==> src/rtl/spi_host_pkg.sv <==
package spi_host_pkg;
    localparam int WORD_W = 16;
    localparam int DIV_W  = 17;
    localparam int CTL_W  = 13;

    localparam logic [4:0] OFS_TXD  = 5'h04;
    localparam logic [4:0] OFS_RXD  = 5'h08;
    localparam logic [4:0] OFS_STAT = 5'h0C;
    localparam logic [4:0] OFS_CTL  = 5'h10;
    localparam logic [4:0] OFS_DIV  = 5'h14;
    localparam logic [4:0] OFS_IEN  = 5'h18;

    localparam int B_MSB  = 4;
    localparam int B_CPHA = 5;
    localparam int B_CPOL = 6;
    localparam int B_SRST = 7;
    localparam int B_HOST = 8;
    localparam int B_EN   = 9;
    localparam int B_LOOP = 10;
    localparam int B_TXQ  = 11;
    localparam int B_RXQ  = 12;

    typedef enum logic [1:0] {SH_IDLE, SH_FIRST, SH_SECOND} sh_state_t;

    typedef struct packed {
        logic [3:0]       wm1;
        logic             msb_first;
        logic             cpha;
        logic             cpol;
        logic             loopback;
        logic [DIV_W-1:0] div;
    } frame_cfg_t;
endpackage

==> src/rtl/spi_host_fifo.sv <==
module spi_host_fifo #(
    parameter int W     = 16,
    parameter int DEPTH = 8
) (
    input  logic         clk,
    input  logic         rst_n,
    input  logic         flush,
    input  logic         limit_one,
    input  logic         push,
    input  logic [W-1:0] wdata,
    input  logic         pop,
    output logic [W-1:0] rdata,
    output logic         full,
    output logic         empty
);
    localparam int AW = (DEPTH > 1) ? $clog2(DEPTH) : 1;
    localparam int CW = $clog2(DEPTH + 1);

    logic [W-1:0]  mem [DEPTH];
    logic [AW-1:0] wp_q, rp_q;
    logic [CW-1:0] cnt_q;
    logic          do_push, do_pop;

    assign empty   = (cnt_q == '0);
    assign full    = limit_one ? !empty : (cnt_q == CW'(DEPTH));
    assign do_push = push && !full;
    assign do_pop  = pop && !empty;
    assign rdata   = mem[rp_q];

    always_ff @(posedge clk or negedge rst_n) begin
        if (!rst_n) begin
            wp_q  <= '0;
            rp_q  <= '0;
            cnt_q <= '0;
        end else if (flush) begin
            wp_q  <= '0;
            rp_q  <= '0;
            cnt_q <= '0;
        end else begin
            if (do_push) wp_q <= (wp_q == AW'(DEPTH - 1)) ? '0 : wp_q + 1'b1;
            if (do_pop)  rp_q <= (rp_q == AW'(DEPTH - 1)) ? '0 : rp_q + 1'b1;
            if (do_push && !do_pop)      cnt_q <= cnt_q + 1'b1;
            else if (do_pop && !do_push) cnt_q <= cnt_q - 1'b1;
        end
    end

    always_ff @(posedge clk) begin
        if (do_push && !flush) mem[wp_q] <= wdata;
    end

    AST_FULL_DROP: assert property (@(posedge clk) disable iff (!rst_n)
        (push && full && !pop && !flush) |=> (cnt_q == $past(cnt_q)));
    AST_NO_OVERFLOW: assert property (@(posedge clk) disable iff (!rst_n)
        cnt_q <= CW'(DEPTH));
    AST_FLUSH_EMPTY: assert property (@(posedge clk) disable iff (!rst_n)
        flush |=> empty);
endmodule

==> src/rtl/spi_host_shifter.sv <==
module spi_host_shifter
    import spi_host_pkg::*;
(
    input  logic              clk,
    input  logic              rst_n,
    input  logic              soft_rst,
    input  logic              run,
    input  logic              tx_avail,
    input  frame_cfg_t        cfg_live,
    input  logic [WORD_W-1:0] tx_word,
    input  logic              miso,
    output logic              tx_pop,
    output logic              rx_push,
    output logic [WORD_W-1:0] rx_word,
    output logic              sclk,
    output logic              mosi,
    output logic              busy
);
    sh_state_t         state_q, state_d;
    frame_cfg_t        cfg_q;
    logic [DIV_W-1:0]  cnt_q;
    logic [3:0]        bit_q;
    logic [WORD_W-1:0] tsr_q, rsr_q;
    logic              half_done, last_bit, start, frame_end, out_bit, samp;
    logic [3:0]        pad;

    assign half_done = (cnt_q == '0);
    assign last_bit  = (bit_q == cfg_q.wm1);
    assign start     = run && tx_avail;
    assign frame_end = (state_q == SH_SECOND) && half_done && last_bit;
    assign tx_pop    = !soft_rst && start && ((state_q == SH_IDLE) || frame_end);
    assign rx_push   = !soft_rst && frame_end;
    assign out_bit   = cfg_q.msb_first ? tsr_q[cfg_q.wm1] : tsr_q[0];
    assign samp      = cfg_q.loopback ? out_bit : miso;
    assign pad       = 4'(WORD_W - 1) - cfg_q.wm1;

    always_comb begin
        state_d = state_q;
        unique case (state_q)
            SH_IDLE:   if (start) state_d = SH_FIRST;
            SH_FIRST:  if (half_done) state_d = SH_SECOND;
            SH_SECOND: if (half_done) begin
                if (!last_bit)   state_d = SH_FIRST;
                else if (start)  state_d = SH_FIRST;
                else             state_d = SH_IDLE;
            end
            default:   state_d = SH_IDLE;
        endcase
        if (soft_rst) state_d = SH_IDLE;
    end

    always_ff @(posedge clk or negedge rst_n) begin
        if (!rst_n) state_q <= SH_IDLE;
        else        state_q <= state_d;
    end

    always_ff @(posedge clk or negedge rst_n) begin
        if (!rst_n) begin
            cfg_q <= '0;
            cnt_q <= '0;
            bit_q <= '0;
            tsr_q <= '0;
            rsr_q <= '0;
        end else if (soft_rst) begin
            cnt_q <= '0;
            bit_q <= '0;
        end else if (tx_pop) begin
            cfg_q <= cfg_live;
            tsr_q <= tx_word;
            rsr_q <= '0;
            cnt_q <= cfg_live.div - 1'b1;
            bit_q <= '0;
        end else if (state_q != SH_IDLE) begin
            if (half_done) begin
                cnt_q <= cfg_q.div - 1'b1;
                if (state_q == SH_FIRST) begin
                    rsr_q <= cfg_q.msb_first ? {rsr_q[WORD_W-2:0], samp}
                                             : {samp, rsr_q[WORD_W-1:1]};
                end else begin
                    tsr_q <= cfg_q.msb_first ? {tsr_q[WORD_W-2:0], 1'b0}
                                             : {1'b0, tsr_q[WORD_W-1:1]};
                    bit_q <= bit_q + 4'd1;
                end
            end else begin
                cnt_q <= cnt_q - 1'b1;
            end
        end
    end

    always_comb begin
        busy    = (state_q != SH_IDLE);
        mosi    = busy && out_bit;
        rx_word = cfg_q.msb_first ? (rsr_q & ({WORD_W{1'b1}} >> pad)) : (rsr_q >> pad);
        if (!busy)           sclk = cfg_live.cpol;
        else if (cfg_q.cpha) sclk = cfg_q.cpol ^ (state_q == SH_FIRST);
        else                 sclk = cfg_q.cpol ^ (state_q == SH_SECOND);
    end

    AST_SCLK_HOLD: assert property (@(posedge clk) disable iff (!rst_n)
        (busy && !half_done && !tx_pop && !soft_rst) |=> $stable(sclk));
    AST_SRST_IDLE: assert property (@(posedge clk) disable iff (!rst_n)
        soft_rst |=> !busy);
    AST_BACK_TO_BACK: assert property (@(posedge clk) disable iff (!rst_n)
        (frame_end && start && !soft_rst) |=> busy);
    AST_CFG_FROZEN: assert property (@(posedge clk) disable iff (!rst_n)
        (busy && !tx_pop) |=> $stable(cfg_q));
endmodule

==> src/rtl/spi_host_ctrl.sv <==
module spi_host_ctrl
    import spi_host_pkg::*;
#(
    parameter int FIFO_DEPTH = 8,
    parameter int ADDR_W     = 5
) (
    input  logic              clk,
    input  logic              rst_n,
    input  logic              req_valid,
    input  logic              req_write,
    input  logic [ADDR_W-1:0] req_addr,
    input  logic [15:0]       req_wdata,
    output logic [15:0]       rsp_rdata,
    output logic              sclk,
    output logic              mosi,
    input  logic              miso,
    output logic              irq
);
    logic [CTL_W-1:0]  ctl_q;
    logic [15:0]       div_q;
    logic              ien_q;
    logic              wr, rd, soft_rst, run, busy;
    logic              tx_full, tx_empty, rx_full, rx_empty;
    logic              tx_pop, rx_push;
    logic [WORD_W-1:0] tx_head, rx_head, rx_word;
    frame_cfg_t        cfg_live;
    logic [4:0]        status;

    assign wr       = req_valid && req_write;
    assign rd       = req_valid && !req_write;
    assign soft_rst = ctl_q[B_SRST];
    assign run      = ctl_q[B_EN] && ctl_q[B_HOST] && !soft_rst;

    always_comb begin
        cfg_live.wm1       = ctl_q[3:0];
        cfg_live.msb_first = ctl_q[B_MSB];
        cfg_live.cpha      = ctl_q[B_CPHA];
        cfg_live.cpol      = ctl_q[B_CPOL];
        cfg_live.loopback  = ctl_q[B_LOOP];
        cfg_live.div       = (div_q == '0) ? DIV_W'(1 << 16) : DIV_W'(div_q);
    end

    always_ff @(posedge clk or negedge rst_n) begin
        if (!rst_n) begin
            ctl_q <= '0;
            div_q <= '0;
            ien_q <= 1'b0;
        end else if (wr) begin
            if (req_addr == ADDR_W'(OFS_CTL)) ctl_q <= req_wdata[CTL_W-1:0];
            if (req_addr == ADDR_W'(OFS_DIV)) div_q <= req_wdata;
            if (req_addr == ADDR_W'(OFS_IEN)) ien_q <= req_wdata[2];
        end
    end

    spi_host_fifo #(.W(WORD_W), .DEPTH(FIFO_DEPTH)) tx_q_i (
        .clk(clk), .rst_n(rst_n), .flush(soft_rst), .limit_one(!ctl_q[B_TXQ]),
        .push(wr && (req_addr == ADDR_W'(OFS_TXD))), .wdata(req_wdata),
        .pop(tx_pop), .rdata(tx_head), .full(tx_full), .empty(tx_empty));

    spi_host_fifo #(.W(WORD_W), .DEPTH(FIFO_DEPTH)) rx_q_i (
        .clk(clk), .rst_n(rst_n), .flush(soft_rst), .limit_one(!ctl_q[B_RXQ]),
        .push(rx_push), .wdata(rx_word),
        .pop(rd && (req_addr == ADDR_W'(OFS_RXD))), .rdata(rx_head),
        .full(rx_full), .empty(rx_empty));

    spi_host_shifter shift_i (
        .clk(clk), .rst_n(rst_n), .soft_rst(soft_rst), .run(run),
        .tx_avail(!tx_empty), .cfg_live(cfg_live), .tx_word(tx_head), .miso(miso),
        .tx_pop(tx_pop), .rx_push(rx_push), .rx_word(rx_word),
        .sclk(sclk), .mosi(mosi), .busy(busy));

    assign status = {busy, rx_empty, rx_full, tx_empty, tx_full};
    assign irq    = ien_q && tx_empty && !busy;

    always_comb begin
        rsp_rdata = '0;
        if (rd) begin
            if (req_addr == ADDR_W'(OFS_RXD) && !rx_empty) rsp_rdata = rx_head;
            if (req_addr == ADDR_W'(OFS_STAT)) rsp_rdata = 16'(status);
            if (req_addr == ADDR_W'(OFS_CTL))  rsp_rdata = 16'(ctl_q);
            if (req_addr == ADDR_W'(OFS_DIV))  rsp_rdata = div_q;
            if (req_addr == ADDR_W'(OFS_IEN))  rsp_rdata = {13'b0, ien_q, 2'b0};
        end
    end

    AST_IRQ_QUIET_BUSY: assert property (@(posedge clk) disable iff (!rst_n)
        $rose(busy) |-> !irq);
endmodule

==> config.mk <==
export PLATFORM = sky130hd
export DESIGN_NAME = spi_host_ctrl
export DESIGN_NICKNAME = d
export VERILOG_FILES = /design/src/rtl/spi_host_pkg.sv /design/src/rtl/spi_host_fifo.sv /design/src/rtl/spi_host_shifter.sv /design/src/rtl/spi_host_ctrl.sv
export SDC_FILE = /design/constraint.sdc
export NUM_CORES = 1
export LEC_CHECK = 0
export ABC_AREA = 0
export BUFFER_PORTS_ARGS = -buffer_cell sky130_fd_sc_hd__buf_2
export CAP_MARGIN = 20
export CORE_MARGIN = 4
export CORE_UTILIZATION = 30
export DETAILED_ROUTE_END_ITERATION = 8
export HOLD_SLACK_MARGIN = 0.05
export PLACE_DENSITY = 0.42
export SLEW_MARGIN = 20
export SYNTH_ARGS = -nofsm -noshare
export SYNTH_HDL_FRONTEND = slang
export SYNTH_SLANG_ARGS = --single-unit
==> constraint.sdc <==
create_clock -name clk -period 4.67 [get_ports clk]
set_clock_uncertainty 0.1 [all_clocks]
set_input_delay 0.2335 -clock clk [delete_from_list [all_inputs] [get_ports clk]]
set_output_delay 0.2335 -clock clk [all_outputs]
set_load 0.02 [all_outputs]
After elaboration in Yosys (flattened, before gate mapping)
Memory sizes are Yosys's and may differ from the RTL's.
Cells that the tools add are included.
- magnitude comparators: 1
- reduce and logical (&&, ||, !) cells: 63
- bitwise operators: 4
- add/sub/neg operators: 13
- equality and inequality tests: 20
- multiplexer cells: 64
- shifts and indexed selects: 2
- operator list (cell ; count):
    $mux W16 ; 17
    $mux W17 ; 5
    $sub A17 B1 Y17 const B ; 3
    $mux W4 ; 11
    $mux W3 ; 12
    $logic_and A1 B1 Y1 ; 26
    $logic_not A17 Y1 ; 1
    $and A16 B16 Y16 ; 1
    $logic_not A16 Y1 ; 1
    $reduce_bool A2 Y1 ; 8
    $shr A16 B4 Y16 ; 1
    $shr A16 B4 Y16 const A ; 1
    $eq A5 B5 Y1 const B ; 3
    $add A3 B1 Y3 const B ; 4
    $add A4 B1 Y4 const B ; 3
    $eq A3 B3 Y1 const B ; 4
    $mux W1 ; 12
    $reduce_bool A3 Y1 ; 4
    $logic_not A1 Y1 ; 11
    $eq A5 B4 Y1 const B ; 2
    $mux W2 ; 5
    $ne A3 B2 Y1 const B ; 3
    $eq A4 B4 Y1 const B ; 2
    $logic_not A4 Y1 ; 2
    18 further kinds ; 25
- memories: 2
- output and inout port bits: 19
- RAM bits: 256
- input port bits: 26
- bits in registers: 130
- memories (name ; words ; bits a word ; read ports ; clocked after Yosys merged registers in ; write ports ; RTL line ; source):
    rx_q_i.mem ; 8 ; 16 ; 1 ; 0 ; 1 ; spi_host_fifo.sv:19 ; logic [W-1:0] mem [DEPTH];
    tx_q_i.mem ; 8 ; 16 ; 1 ; 0 ; 1 ; spi_host_fifo.sv:19 ;

Logic depth before layout (Yosys ltp)
Gate-level depths: netlist of the first run.
- depth in word-level cells: 10
- gate-level depth with buffers: 17

By module
A second synthesis of the first run with hierarchy kept.
- cells, all modules: 1369
- area total of the unflattened synthesis: 18569.1 µm²
- by module, submodules not included (module ; area an instance (µm²) ; instances ; sequential area each (µm²) ; cells an instance):
    spi_host_fifo at rx_q_i ; 5620.4 ; 1 ; 4093.9 ; 263
    spi_host_fifo at tx_q_i ; 5591.6 ; 1 ; 4093.9 ; 262
    spi_host_shifter ; 5515.3 ; 1 ; 2001.9 ; 659
    spi_host_ctrl ; 1841.8 ; 1 ; 750.7 ; 185

Worst setup path after synthesis of the first run
Ideal clock, no wire load.
- path type: register to register
- from: register shift_i.cnt_q[13]
- to: register shift_i.cnt_q[10]
- cell stages (with the launch flop): 17
- arrival: 3833 ps
- setup time: 122 ps
- required time: 4448 ps
- setup slack: 616 ps
- buffers on the path: 3
- path through: dfrtp_1 nor4_4 nand3_4 o31ai_4 nand2_2 clkbuf_1 buf_1 o21bai_1 ha_1 nor3b_1 nand2_1 or2_2 clkbuf_1 or4_1 xor2_1 nand2_1 a32o_1
- longest elaborated chain between the ends: 7
- elaborated cells on any way between the ends: 10
- ends and longest elaborated chain (element ; RTL line ; source):
    from (decl) ; spi_host_shifter.sv:21 ; logic [DIV_W-1:0] cnt_q;
    from (signal assigned) ; spi_host_shifter.sv:71 ; cnt_q <= cfg_live.div - 1'b1;
    from (signal assigned) ; spi_host_shifter.sv:75 ; cnt_q <= cfg_q.div - 1'b1;
    from (signal assigned) ; spi_host_shifter.sv:85 ; cnt_q <= cnt_q - 1'b1;
    $logic_not A17 Y1 * ; spi_host_shifter.sv:27 ; assign half_done = (cnt_q == '0);
    $logic_and A1 B1 Y1 (2 in a row) ; spi_host_shifter.sv:30 ; assign frame_end = (state_q == SH_SECOND) && half_done && last_bit;
    $logic_or A1 B1 Y1 ; spi_host_shifter.sv:31 ; assign tx_pop = !soft_rst && start && ((state_q == SH_IDLE) || frame_end);
    $logic_and A1 B1 Y1 ; spi_host_shifter.sv:31 ;
    $mux W17 ; spi_host_shifter.sv:67 ; end else if (tx_pop) begin
    $mux W17 ; spi_host_shifter.sv:64 ; end else if (soft_rst) begin
Every way passes the cells marked *; elsewhere a longest branch is shown, timed or not. The select of a mux whose other input is x is not followed.
A chain may end at the register's enable or synchronous reset.

Worst setup path after layout of the first run
- from: register tx_q_i.cnt_q[1]
- to: register shift_i.cnt_q[16]
- longest elaborated chain between the ends: 7
- elaborated cells on any way between the ends: 8
- ends and longest elaborated chain (element ; RTL line ; source):
    from (decl) ; spi_host_fifo.sv:21 ; logic [CW-1:0] cnt_q;
    from (signal assigned) ; spi_host_fifo.sv:42 ; if (do_push && !do_pop) cnt_q <= cnt_q + 1'b1;
    from (signal assigned) ; spi_host_fifo.sv:43 ; else if (do_pop && !do_push) cnt_q <= cnt_q - 1'b1;
    $logic_not A4 Y1 * ; spi_host_fifo.sv:24 ; assign empty = (cnt_q == '0);
    $logic_not A1 Y1 * ; spi_host_ctrl.sv:68 ; .tx_avail(!tx_empty), .cfg_live(cfg_live), .tx_word(tx_head), .miso(miso),
    $logic_and A1 B1 Y1 * ; spi_host_shifter.sv:29 ; assign start = run && tx_avail;
    $logic_and A1 B1 Y1 * (2 in a row) ; spi_host_shifter.sv:31 ;
    $mux W17 ; spi_host_shifter.sv:67 ;
    $mux W17 ; spi_host_shifter.sv:64 ;
Every way passes the cells marked *; elsewhere a longest branch is shown, timed or not.

==> results of run 1 <==
-- final timing paths --
path                                endpoint  slack, ns
setup / recovery           shift_i.cnt_q[16]       0.39
hold / removal                         ien_q       0.13
setup reg to reg           shift_i.cnt_q[16]       0.39
hold reg to reg            shift_i.cfg_q[11]       0.42
max in group asynchronous  shift_i.cnt_q[14]       3.17
min in group asynchronous  shift_i.tsr_q[14]       0.52
-- per-stage QoR --
step                utilization [%]  cell area [sq um]
finish                         35.5              21100
CTS                            35.5              21000
global route                   35.5              21000
global placement               32.5              19300
floorplan                         -              18000
detailed placement             32.5              19300
-- report_power, final --
part	switching (uW)	internal, uW
Combinational	710	477
Clock	1470	2210
Sequential	251	3800
-- layer usage --
metal,track usage [%],share of wire (%)
met4,4.19,2.4
met3,2.37,4.1
met1,23.4,49
met2,23.7,45
met5,0,0
-- tightest hold or removal path, cell delays in order --
cell     delay [ns]
buf_2          0.11
and3_1         0.18
nand3_1        0.11
mux2_2         0.15
-- cell type report --
type | count | share of cell area, %
antenna | 2 | 0.0238
clock buffer | 61 | 5.88
clock inverter | 24 | 1.50
inverter | 15 | 0.267
multi-input combinational | 845 | 32.0
sequential | 386 | 52.0
tap | 773 | 4.59
timing repair buffer | 108 | 3.76
-- layout by cell type, fill, tap and decap left out, types with 15 or more instances in the layout --
master         instances
edfxtp_1             256
dfrtp_1              125
buf_4                 41
mux2_2                67
inv_1                 15
mux4_2                72
nand2_1              154
buf_2                 43
clkbuf_16             46
dlygate4sd3_1         21
nand3_1               20
o31ai_1               23
mux2i_1               51
a21oi_1               56
nor3_1                22
o21ai_0               52
nor2_1                91
-- registers in the layout, summed over array words and instances (netlist names), 4 cells and up --
signal	flops
tx_q_i.cnt_q	4
ctl_q	13
tx_q_i.mem	128
shift_i.cfg_q	25
rx_q_i.mem	128
shift_i.rsr_q	16
div_q	16
shift_i.bit_q	4
rx_q_i.cnt_q	4
shift_i.cnt_q	17
shift_i.tsr_q	16
-- cell families (layout without fill, tap and decap cells) --
group / Yosys count / count (layout)
flops: 386 / 386
simple gates: 381 / 381
compound gates: 232 / 232
mux: 190 / 190
buf+inv: 101 / 208
xor+xnor: 26 / 26
fa+ha+maj: 16 / 16
other cells: 0 / 2
-- what timing repair did --
action	in CTS	in global routing
hold buffers	20	1
gates resized for setup	0	0
endpoints found under the hold margin	251	19
==> results.sh, run 1 <==
export IMPL_async_reset_ff_share_pct=33.7
export IMPL_cp_end_kind="register"
export IMPL_syn_to_final_growth_pct=17.0
export IMPL_fillers=5761
export IMPL_clk_latency_ns=0.58
export IMPL_slew_headroom_pct=31.9
export IMPL_grt_pass1_wl_microns=76100
export IMPL_synth_mux_area_share_pct=16.0
export IMPL_crit_type="reg -> reg"
export IMPL_synth_compound_area_share_pct=8.48
export IMPL_cpPeakStageDelay_ns=0.53
export IMPL_globalplace_congestion=0.785
export IMPL_tightestPinTransition_ns=1.02
export IMPL_cp_slowest_cell="nor4_1"
export IMPL_vias=11300
export IMPL_clock_sinks=386
export IMPL_finalSetupViolCount=0
export IMPL_postCtsSetupBuffers=0
export IMPL_synth_area_sq_um=18000
export IMPL_ys_seq_area_share_pct=60.8
export IMPL_drive_gt1_share_pct=23.6
export IMPL_ios=45
export IMPL_start_kind="register"
export IMPL_ys_ff_latch=386
export IMPL_arrival_ns=4.67
export IMPL_drtPass1Iterations=5
export IMPL_rows=89
export IMPL_power_leakage_uw=0.00761
export IMPL_period_share_pct=91.6
export IMPL_crit_fanout=13
export IMPL_power_per_cell_area_nw_per_um2=423
export IMPL_ys_flop_type="edfxtp_1"
export IMPL_wl_microns=50000
export IMPL_slew_violations=0
export IMPL_maxCapViolations=0
export IMPL_worstSetupPathDepth=14
export IMPL_placed_cells=2105
export IMPL_rsz0062_at_grt="no"
export IMPL_viasPerCell=5.12
export IMPL_wl_per_cell_microns=22.6
export IMPL_synth_commonest_cells="edfxtp_1 (256), nand2_1 (154), dfrtp_1 (130)"
export IMPL_seqCellArea_sq_um=10900
export IMPL_synth_simple_area_share_pct=9.97
export IMPL_overflow=0
export IMPL_total_power_uw=8910
export IMPL_ant_nets=0
export IMPL_synthAdderAreaFrac_pct=1.20
export IMPL_timing_hold_ws_ns=0.133
export IMPL_drtIter0Drc=933
export IMPL_cts_buffers=46
export IMPL_yosys_area_top_type="edfxtp_1"
export IMPL_synthMostInstantiatedCell="edfxtp_1"
export IMPL_syn_avg_cell_area_sq_um=13.5
export IMPL_post_place_ws_ns=0.415
export IMPL_synth_cells=1332
export IMPL_multi_input_area_sq_um=6730
export IMPL_die_y_microns=253
export IMPL_synth_edf_count=256
export IMPL_outcome="complete, no violations"
export IMPL_dp_hpwl_microns=32700
export IMPL_hold_start="req_addr[4]"
export IMPL_period_needed_ns=4.28
export IMPL_ir_worst_vdd_v=0.000329
export IMPL_die_area_sq_um=64000
export IMPL_cp_top_family="simple AND/OR/NAND/NOR gates"
export IMPL_grt_antenna_before_repair=2
export IMPL_die_x_microns=253
export IMPL_cp_data_required_time_ns=5.07
export IMPL_crit_start="tx_q_i.cnt_q[1]"
export IMPL_path_cells="nor4_1 -> nor3_1 -> nand2b_1 -> nor2_4 -> a211oi_1 -> o21bai_1 -> ha_1 -> or3b_2 -> nor4_1 -> o31ai_1 -> a211oi_1 -> o211ai_1 -> xnor2_1 -> o31ai_1"
export IMPL_grt_pass1_vias=11600
export IMPL_clockRootBuffer="clkbuf_16"
export IMPL_r2r_start="tx_q_i.cnt_q[1]"
export IMPL_fin_ws_ns=0.392
export IMPL_hold_class="in -> reg"
export IMPL_clock_path_buffers=3
export IMPL_initial_core_util_pct=30.4
export IMPL_cts_tree="built"
export IMPL_yosys_area_top_type_share_pct=42.7
export IMPL_fin_cells=2214
export IMPL_synth_area_leaders="edfxtp_1 (43%), dfrtp_1 (18%), mux4_2 (9.0%), mux2_2 (4.2%), nand2_1 (3.2%)"
export IMPL_ys_warn_count=0
export IMPL_hold_viol=0
export IMPL_synth_top_family_by_area="multiplexers"
export IMPL_grt_max_degree=96
export IMPL_path_clk_slew_ns=0.06
export IMPL_synthXorXnorAreaFrac_pct=1.27
export IMPL_synth_nets=1374
export IMPL_grt_total_usage_pct=15.6
export IMPL_holdPathStages=4
export IMPL_reg2reg_depth=14
export IMPL_htreeDepth=2
export IMPL_max_freq_ghz=0.234
export IMPL_fin_setup_tns_ns=0
export IMPL_synth_cell_types=66
export IMPL_io_buffers=44
export IMPL_critPathBufInv=0
export IMPL_fin_nets=1444
export IMPL_drc=0
export IMPL_core_area_sq_um=59200
Power figures use the tool's default switching activity.
==> run 2: changes to the inputs <==
--- a/config.mk
+++ b/config.mk
@@ -10,6 +10,7 @@
 export CAP_MARGIN = 20
 export CORE_MARGIN = 4
 export CORE_UTILIZATION = 30
+export CTS_BUF_LIST = sky130_fd_sc_hd__clkbuf_16
 export DETAILED_ROUTE_END_ITERATION = 8
 export HOLD_SLACK_MARGIN = 0.05
 export PLACE_DENSITY = 0.42
==> run 2 against run 1 <==
Register-to-register slack better by 0.02 ns. Die area stayed put. Combinational power hardly changed. Via count is 0.37% higher. Final cell count is 0.18% lower. Setup slack better by 0.018 ns. Largest power group unchanged. Clock power is 2% lower. Hold slack worse by 0.0036 ns. Clock-buffer cell count is 15 lower. Design area is 0.34% lower. Fmax is 0.42% higher. Sequential share of layout area is 0.18 points higher.
==> results.sh, run 2 (synthesized netlist as in run 1, its figures left out) <==
export IMPL_outcome="complete, no violations"
export IMPL_power_leakage_uw=0.00762
export IMPL_fin_nets=1442
export IMPL_finalSetupViolCount=0
export IMPL_rows=89
export IMPL_ant_nets=0
export IMPL_slew_headroom_pct=32.9
export IMPL_ios=45
export IMPL_viasPerCell=5.14
export IMPL_hold_class="in -> reg"
export IMPL_globalplace_congestion=0.785
export IMPL_max_freq_ghz=0.235
export IMPL_arrival_ns=4.66
export IMPL_wl_per_cell_microns=22.6
export IMPL_multi_input_area_sq_um=6730
export IMPL_seqPwrFrac_pct=45.8
export IMPL_rsz0062_at_grt="no"
export IMPL_p_switching_uw=2440
export IMPL_total_power_uw=8840
export IMPL_antennaDiodeCount=0
export IMPL_core_area_sq_um=59200
export IMPL_cts_tree="built"
export IMPL_clock_path_buffers=3
export IMPL_vias=11400
export IMPL_grt_total_usage_pct=15.6
export IMPL_power_per_cell_area_nw_per_um2=421
export IMPL_top_regs="rx_q_i.mem x128, tx_q_i.mem x128, shift_i.cfg_q x25"
export IMPL_maxCapViolations=0
export IMPL_pwr_share_clk_pct=40.8
export IMPL_die_area_sq_um=64000
export IMPL_combPwrFrac_pct=13.4
export IMPL_syn_to_final_growth_pct=16.6
export IMPL_fillers=5769
export IMPL_drtPass1Iterations=6
export IMPL_fin_area_sq_um=21000
export IMPL_period_needed_ns=4.26
export IMPL_path_clk_slew_ns=0.06
export IMPL_crit_type="reg -> reg"
export IMPL_internal_power_uw=6410
export IMPL_seqCellArea_sq_um=10900
export IMPL_r2r_slack_ns=0.41
export IMPL_drc=0
export IMPL_fin_setup_tns_ns=0
export IMPL_io_buffers=44
export IMPL_placed_area_sq_um=19300
export IMPL_layout_commonest_cell="edfxtp_1"
export IMPL_tightestPinTransition_ns=1.01
export IMPL_slew_violations=0
export IMPL_grt_pass1_wl_microns=76000
export IMPL_drtIter0Drc=888
export IMPL_clock_sinks=386
export IMPL_overflow=0
export IMPL_grt_pass1_vias=11600
export IMPL_grt_antenna_before_repair=2
export IMPL_crit_fanout=13
export IMPL_hold_viol=0
export IMPL_dp_hpwl_microns=32700
export IMPL_grt_max_degree=96
export IMPL_drive_gt1_share_pct=23.3
export IMPL_timing_hold_ws_ns=0.130
export IMPL_final_cell_mix="edfxtp_1 (256), nand2_1 (154), dfrtp_1 (125)"
export IMPL_start_kind="register"
export IMPL_cp_end_kind="register"
export IMPL_die_y_microns=253
export IMPL_cp_data_required_time_ns=5.07
export IMPL_ir_worst_vdd_v=0.000329
export IMPL_clockRootBuffer="clkbuf_16"
export IMPL_clk_latency_ns=0.59
export IMPL_htreeDepth=2
export IMPL_post_route_util_pct=35.4
export IMPL_wl_microns=50000
export IMPL_switching_share_pct=27.5
export IMPL_period_share_pct=91.2
export IMPL_cts_buffers=46
export IMPL_initial_core_util_pct=30.4
export IMPL_die_x_microns=253
## run 2: cell type report
class / count / area share (%)
multi-input cells: 845 / 32.1
well taps: 773 / 4.61
flip-flops and latches: 386 / 52.2
clock buffers: 46 / 5.49
inverters: 15 / 0.268
clock inverters: 39 / 1.77
repair buffers: 106 / 3.60
## run 2: routing by layer
| metal | share of wire (%) | up-vias | GRT usage (%) |
|---|---|---|---|
| li1 | - | 5215 | - |
| met1 | 49 | 5846 | 23.4 |
| met2 | 45 | 239 | 23.7 |
| met3 | 4.1 | 69 | 2.37 |
| met4 | 2.4 | 0 | 4.19 |
| met5 | 0 | - | 0 |
## run 2: worst max-delay path: stages, from the launching register on
cell and delay (ns):
dfrtp_1 0.43, nor4_1 0.53, nor3_1 0.20, nand2b_1 0.32, nor2_4 0.15, a211oi_1 0.24
o21bai_1 0.17, ha_1 0.25, or3b_2 0.49, nor4_1 0.17, o31ai_1 0.20, a211oi_1 0.40
o211ai_1 0.17, xnor2_1 0.16, o31ai_1 0.18
## run 2: worst paths after layout
check,from,end,depth (start not counted)
worst max register to register,tx_q_i.cnt_q[1],shift_i.cnt_q[16],14
worst min register to register,shift_i.tsr_q[15],shift_i.tsr_q[15],2
max in group asynchronous,rst_n,shift_i.cnt_q[14],3
worst max-delay path,tx_q_i.cnt_q[1],shift_i.cnt_q[16],14
min in group asynchronous,rst_n,shift_i.tsr_q[14],2
worst min-delay path,req_addr[4],ien_q,4
## run 2: repair_timing
action                                 in CTS  in global routing
setup buffers                               0                  0
resized for setup                           0                  0
setup endpoints to repair                   0                  0
hold buffers                               20                  0
endpoints found under the hold margin     251                  0
## run 2: stage by stage
| step | cells | setup WS, ns |
|---|---|---|
| 4_1_cts | 2210 | 0.393 |
| 2_1_floorplan | 1332 | 0.616 |
| 3_3_place_gp | 2105 | 0.550 |
| 5_1_grt | 2210 | 0.0324 |
| 6_report | 2210 | 0.410 |
| 3_5_place_dp | 2105 | 0.415 |
## run 2: power by group through the flow
stage | clock network (uW) | logic, uW | registers [uW]
CTS | 3720 | 1200 | 4050
floorplan | 0 | 873 | 3990
detailed placement | 0 | 1180 | 4110
finish | 3610 | 1190 | 4050
global route | 3860 | 1320 | 4070
global placement | 0 | 1180 | 4110
==> run 3: changes to the inputs <==
--- a/config.mk
+++ b/config.mk
@@ -14,6 +14,7 @@
 export DETAILED_ROUTE_END_ITERATION = 8
 export HOLD_SLACK_MARGIN = 0.05
 export PLACE_DENSITY = 0.42
+export RECOVER_POWER = 25
 export SLEW_MARGIN = 20
 export SYNTH_ARGS = -nofsm -noshare
 export SYNTH_HDL_FRONTEND = slang
==> run 3 against run 2 <==
The flow now finishes with violations (capacitance limit, slew limit). Non-clock buffer count unchanged. Power about the same. Register-to-register slack about the same. First-iteration DRC count up 3.3%. Hold slack better by 0.0089 ns. Clock power about the same. Via count up 0.30%. Clock-buffer cell count unchanged. Core utilization about the same.
==> results.sh, run 3 (synthesized netlist as in run 1, its figures left out) <==
export IMPL_cp_end_kind="register"
export IMPL_grt_total_usage_pct=15.6
export IMPL_vias=11400
export IMPL_die_y_microns=253
export IMPL_path_cells="nor4_1 -> nor3_1 -> nand2b_1 -> nor2_4 -> a211oi_1 -> o21bai_1 -> ha_1 -> or3b_2 -> nor4_1 -> o31ai_1 -> a211oi_1 -> o211ai_1 -> xnor2_1 -> o31ai_1"
export IMPL_outcome="finished, violations left"
export IMPL_slew_headroom_pct=-76.5
export IMPL_maxCapViolations=1
export IMPL_clock_path_buffers=3
export IMPL_die_area_sq_um=64000
export IMPL_grt_antenna_before_repair=2
export IMPL_reg2reg_depth=14
export IMPL_cp_top_family="simple AND/OR/NAND/NOR gates"
export IMPL_pwr_share_clk_pct=40.8
export IMPL_layout_commonest_cell="edfxtp_1"
export IMPL_arrival_ns=4.65
export IMPL_start_kind="register"
export IMPL_crit_type="reg -> reg"
export IMPL_endpoint="shift_i.cnt_q[16]"
export IMPL_clock_sinks=386
export IMPL_seqPwrFrac_pct=45.8
export IMPL_io_buffers=44
export IMPL_cts_buffers=46
export IMPL_ir_worst_vdd_v=0.000329
export IMPL_critPathBufInv=0
export IMPL_wl_microns=49900
export IMPL_r2r_start="tx_q_i.cnt_q[1]"
export IMPL_fin_nets=1442
export IMPL_internal_power_uw=6400
export IMPL_violations="capacitance limit, slew limit"
export IMPL_post_route_util_pct=35.4
export IMPL_core_area_sq_um=59200
export IMPL_drtIter0Drc=917
export IMPL_ant_nets=0
export IMPL_final_cell_mix="edfxtp_1 (256), nand2_1 (154), dfrtp_1 (125)"
export IMPL_tightestPinTransition_ns=2.65
export IMPL_clockRootBuffer="clkbuf_16"
export IMPL_placed_area_sq_um=19300
export IMPL_syn_to_final_growth_pct=16.5
export IMPL_viasPerCell=5.16
export IMPL_finalSetupViolCount=0
export IMPL_grt_pass1_wl_microns=76000
export IMPL_worstSetupPathDepth=14
export IMPL_cp_data_required_time_ns=5.07
export IMPL_p_switching_uw=2430
export IMPL_period_share_pct=91.1
export IMPL_die_x_microns=253
export IMPL_wl_per_cell_microns=22.6
export IMPL_power_per_cell_area_nw_per_um2=422
export IMPL_path_clk_slew_ns=0.06
export IMPL_top_regs="rx_q_i.mem x128, tx_q_i.mem x128, shift_i.cfg_q x25"
export IMPL_cp_slowest_cell="nor4_1"
export IMPL_htreeDepth=2
export IMPL_clk_latency_ns=0.58
export IMPL_rsz0062_at_grt="no"
export IMPL_cts_tree="built"
export IMPL_grt_max_degree=96
export IMPL_dp_hpwl_microns=32700
export IMPL_fin_setup_tns_ns=0
export IMPL_combPwrFrac_pct=13.4
export IMPL_ios=45
export IMPL_hold_viol=0
export IMPL_power_leakage_uw=0.00758
export IMPL_slew_violations=96
export IMPL_grt_pass1_vias=11600
export IMPL_period_needed_ns=4.26
export IMPL_cpPeakStageDelay_ns=0.53
export IMPL_crit_start="tx_q_i.cnt_q[1]"
export IMPL_overflow=0
export IMPL_globalplace_congestion=0.785
export IMPL_initial_core_util_pct=30.4
export IMPL_fillers=5776
export IMPL_drive_gt1_share_pct=22.2
export IMPL_rows=89
export IMPL_drc=0
export IMPL_fin_area_sq_um=21000
export IMPL_switching_share_pct=27.5
export IMPL_hold_class="in -> reg"
export IMPL_max_freq_ghz=0.235
export IMPL_r2r_slack_ns=0.41
export IMPL_drtPass1Iterations=5
export IMPL_crit_fanout=13
export IMPL_reg2reg_to="shift_i.cnt_q[16]"
## run 3: cell types whose count changed in the layout (fill, tap and decap cells not counted)
cell      previous run  this run
buf_6                1         0
buf_2               43        27
clkbuf_2             0         1
clkbuf_1             0        16
diode_2              0         1
## run 3: metal layers
metal | GRT usage (%) | routed length, microns
met1 | 23.4 | 24500
met2 | 23.7 | 22200
met3 | 2.37 | 2040
met4 | 4.19 | 1210
met5 | 0 | 0
## run 3: repair_timing
item / 4_1_cts / 5_1_grt
endpoints found under the hold margin: 251 / 0
setup buffers: 0 / 0
gates resized for setup: 0 / 0
hold buffers: 20 / 0
## run 3: final cells by class
cell class | count | area, sq um | area share (%)
sequential | 386 | 10900 | 52.2
antenna | 1 | 2.50 | 0.0119
inverter | 15 | 56.3 | 0.269
clock inverter | 39 | 372 | 1.77
timing repair buffer | 106 | 728 | 3.48
clock buffer | 46 | 1150 | 5.49
multi-input combinational | 845 | 6730 | 32.1
tap | 773 | 967 | 4.62
## run 3: power by group through the flow
stage	Sequential, uW	Clock [uW]	Combinational, uW
5_1_grt	4070	3860	1320
3_5_place_dp	4110	0	1180
6_report	4050	3600	1180
3_3_place_gp	4110	0	1180
4_1_cts	4050	3720	1200
2_1_floorplan	3990	0	873
## run 3: worst min path at each step
stage,end,start,cells past startpoint
6_report,ien_q,req_addr[4],4
4_1_cts,ien_q,req_addr[4],4
2_1_floorplan,ctl_q[0],rst_n,0
5_1_grt,ien_q,req_addr[4],4
3_3_place_gp,tx_q_i.rp_q[0],rst_n,1
3_5_place_dp,tx_q_i.rp_q[2],rst_n,1
## run 3: worst register-to-register path: cells and delay by family (launching register included)
kind            cells  cell delay, ns
compound gates      6            1.37
fa+ha+maj           1            0.25
simple gates        6            1.86
xor+xnor            1            0.16
flops               1            0.43
## run 3: metrics by stage
step           hold slack (ns)  setup slack (ns)  total power, uW  cells
2_1_floorplan           -0.162             0.616             4870   1332
3_3_place_gp             0.334             0.550             5280   2105
3_5_place_dp             0.336             0.415             5290   2105
4_1_cts                 0.0897             0.393             8960   2210
5_1_grt                  0.151            0.0324             9250   2210
6_report                 0.138             0.413             8840   2211
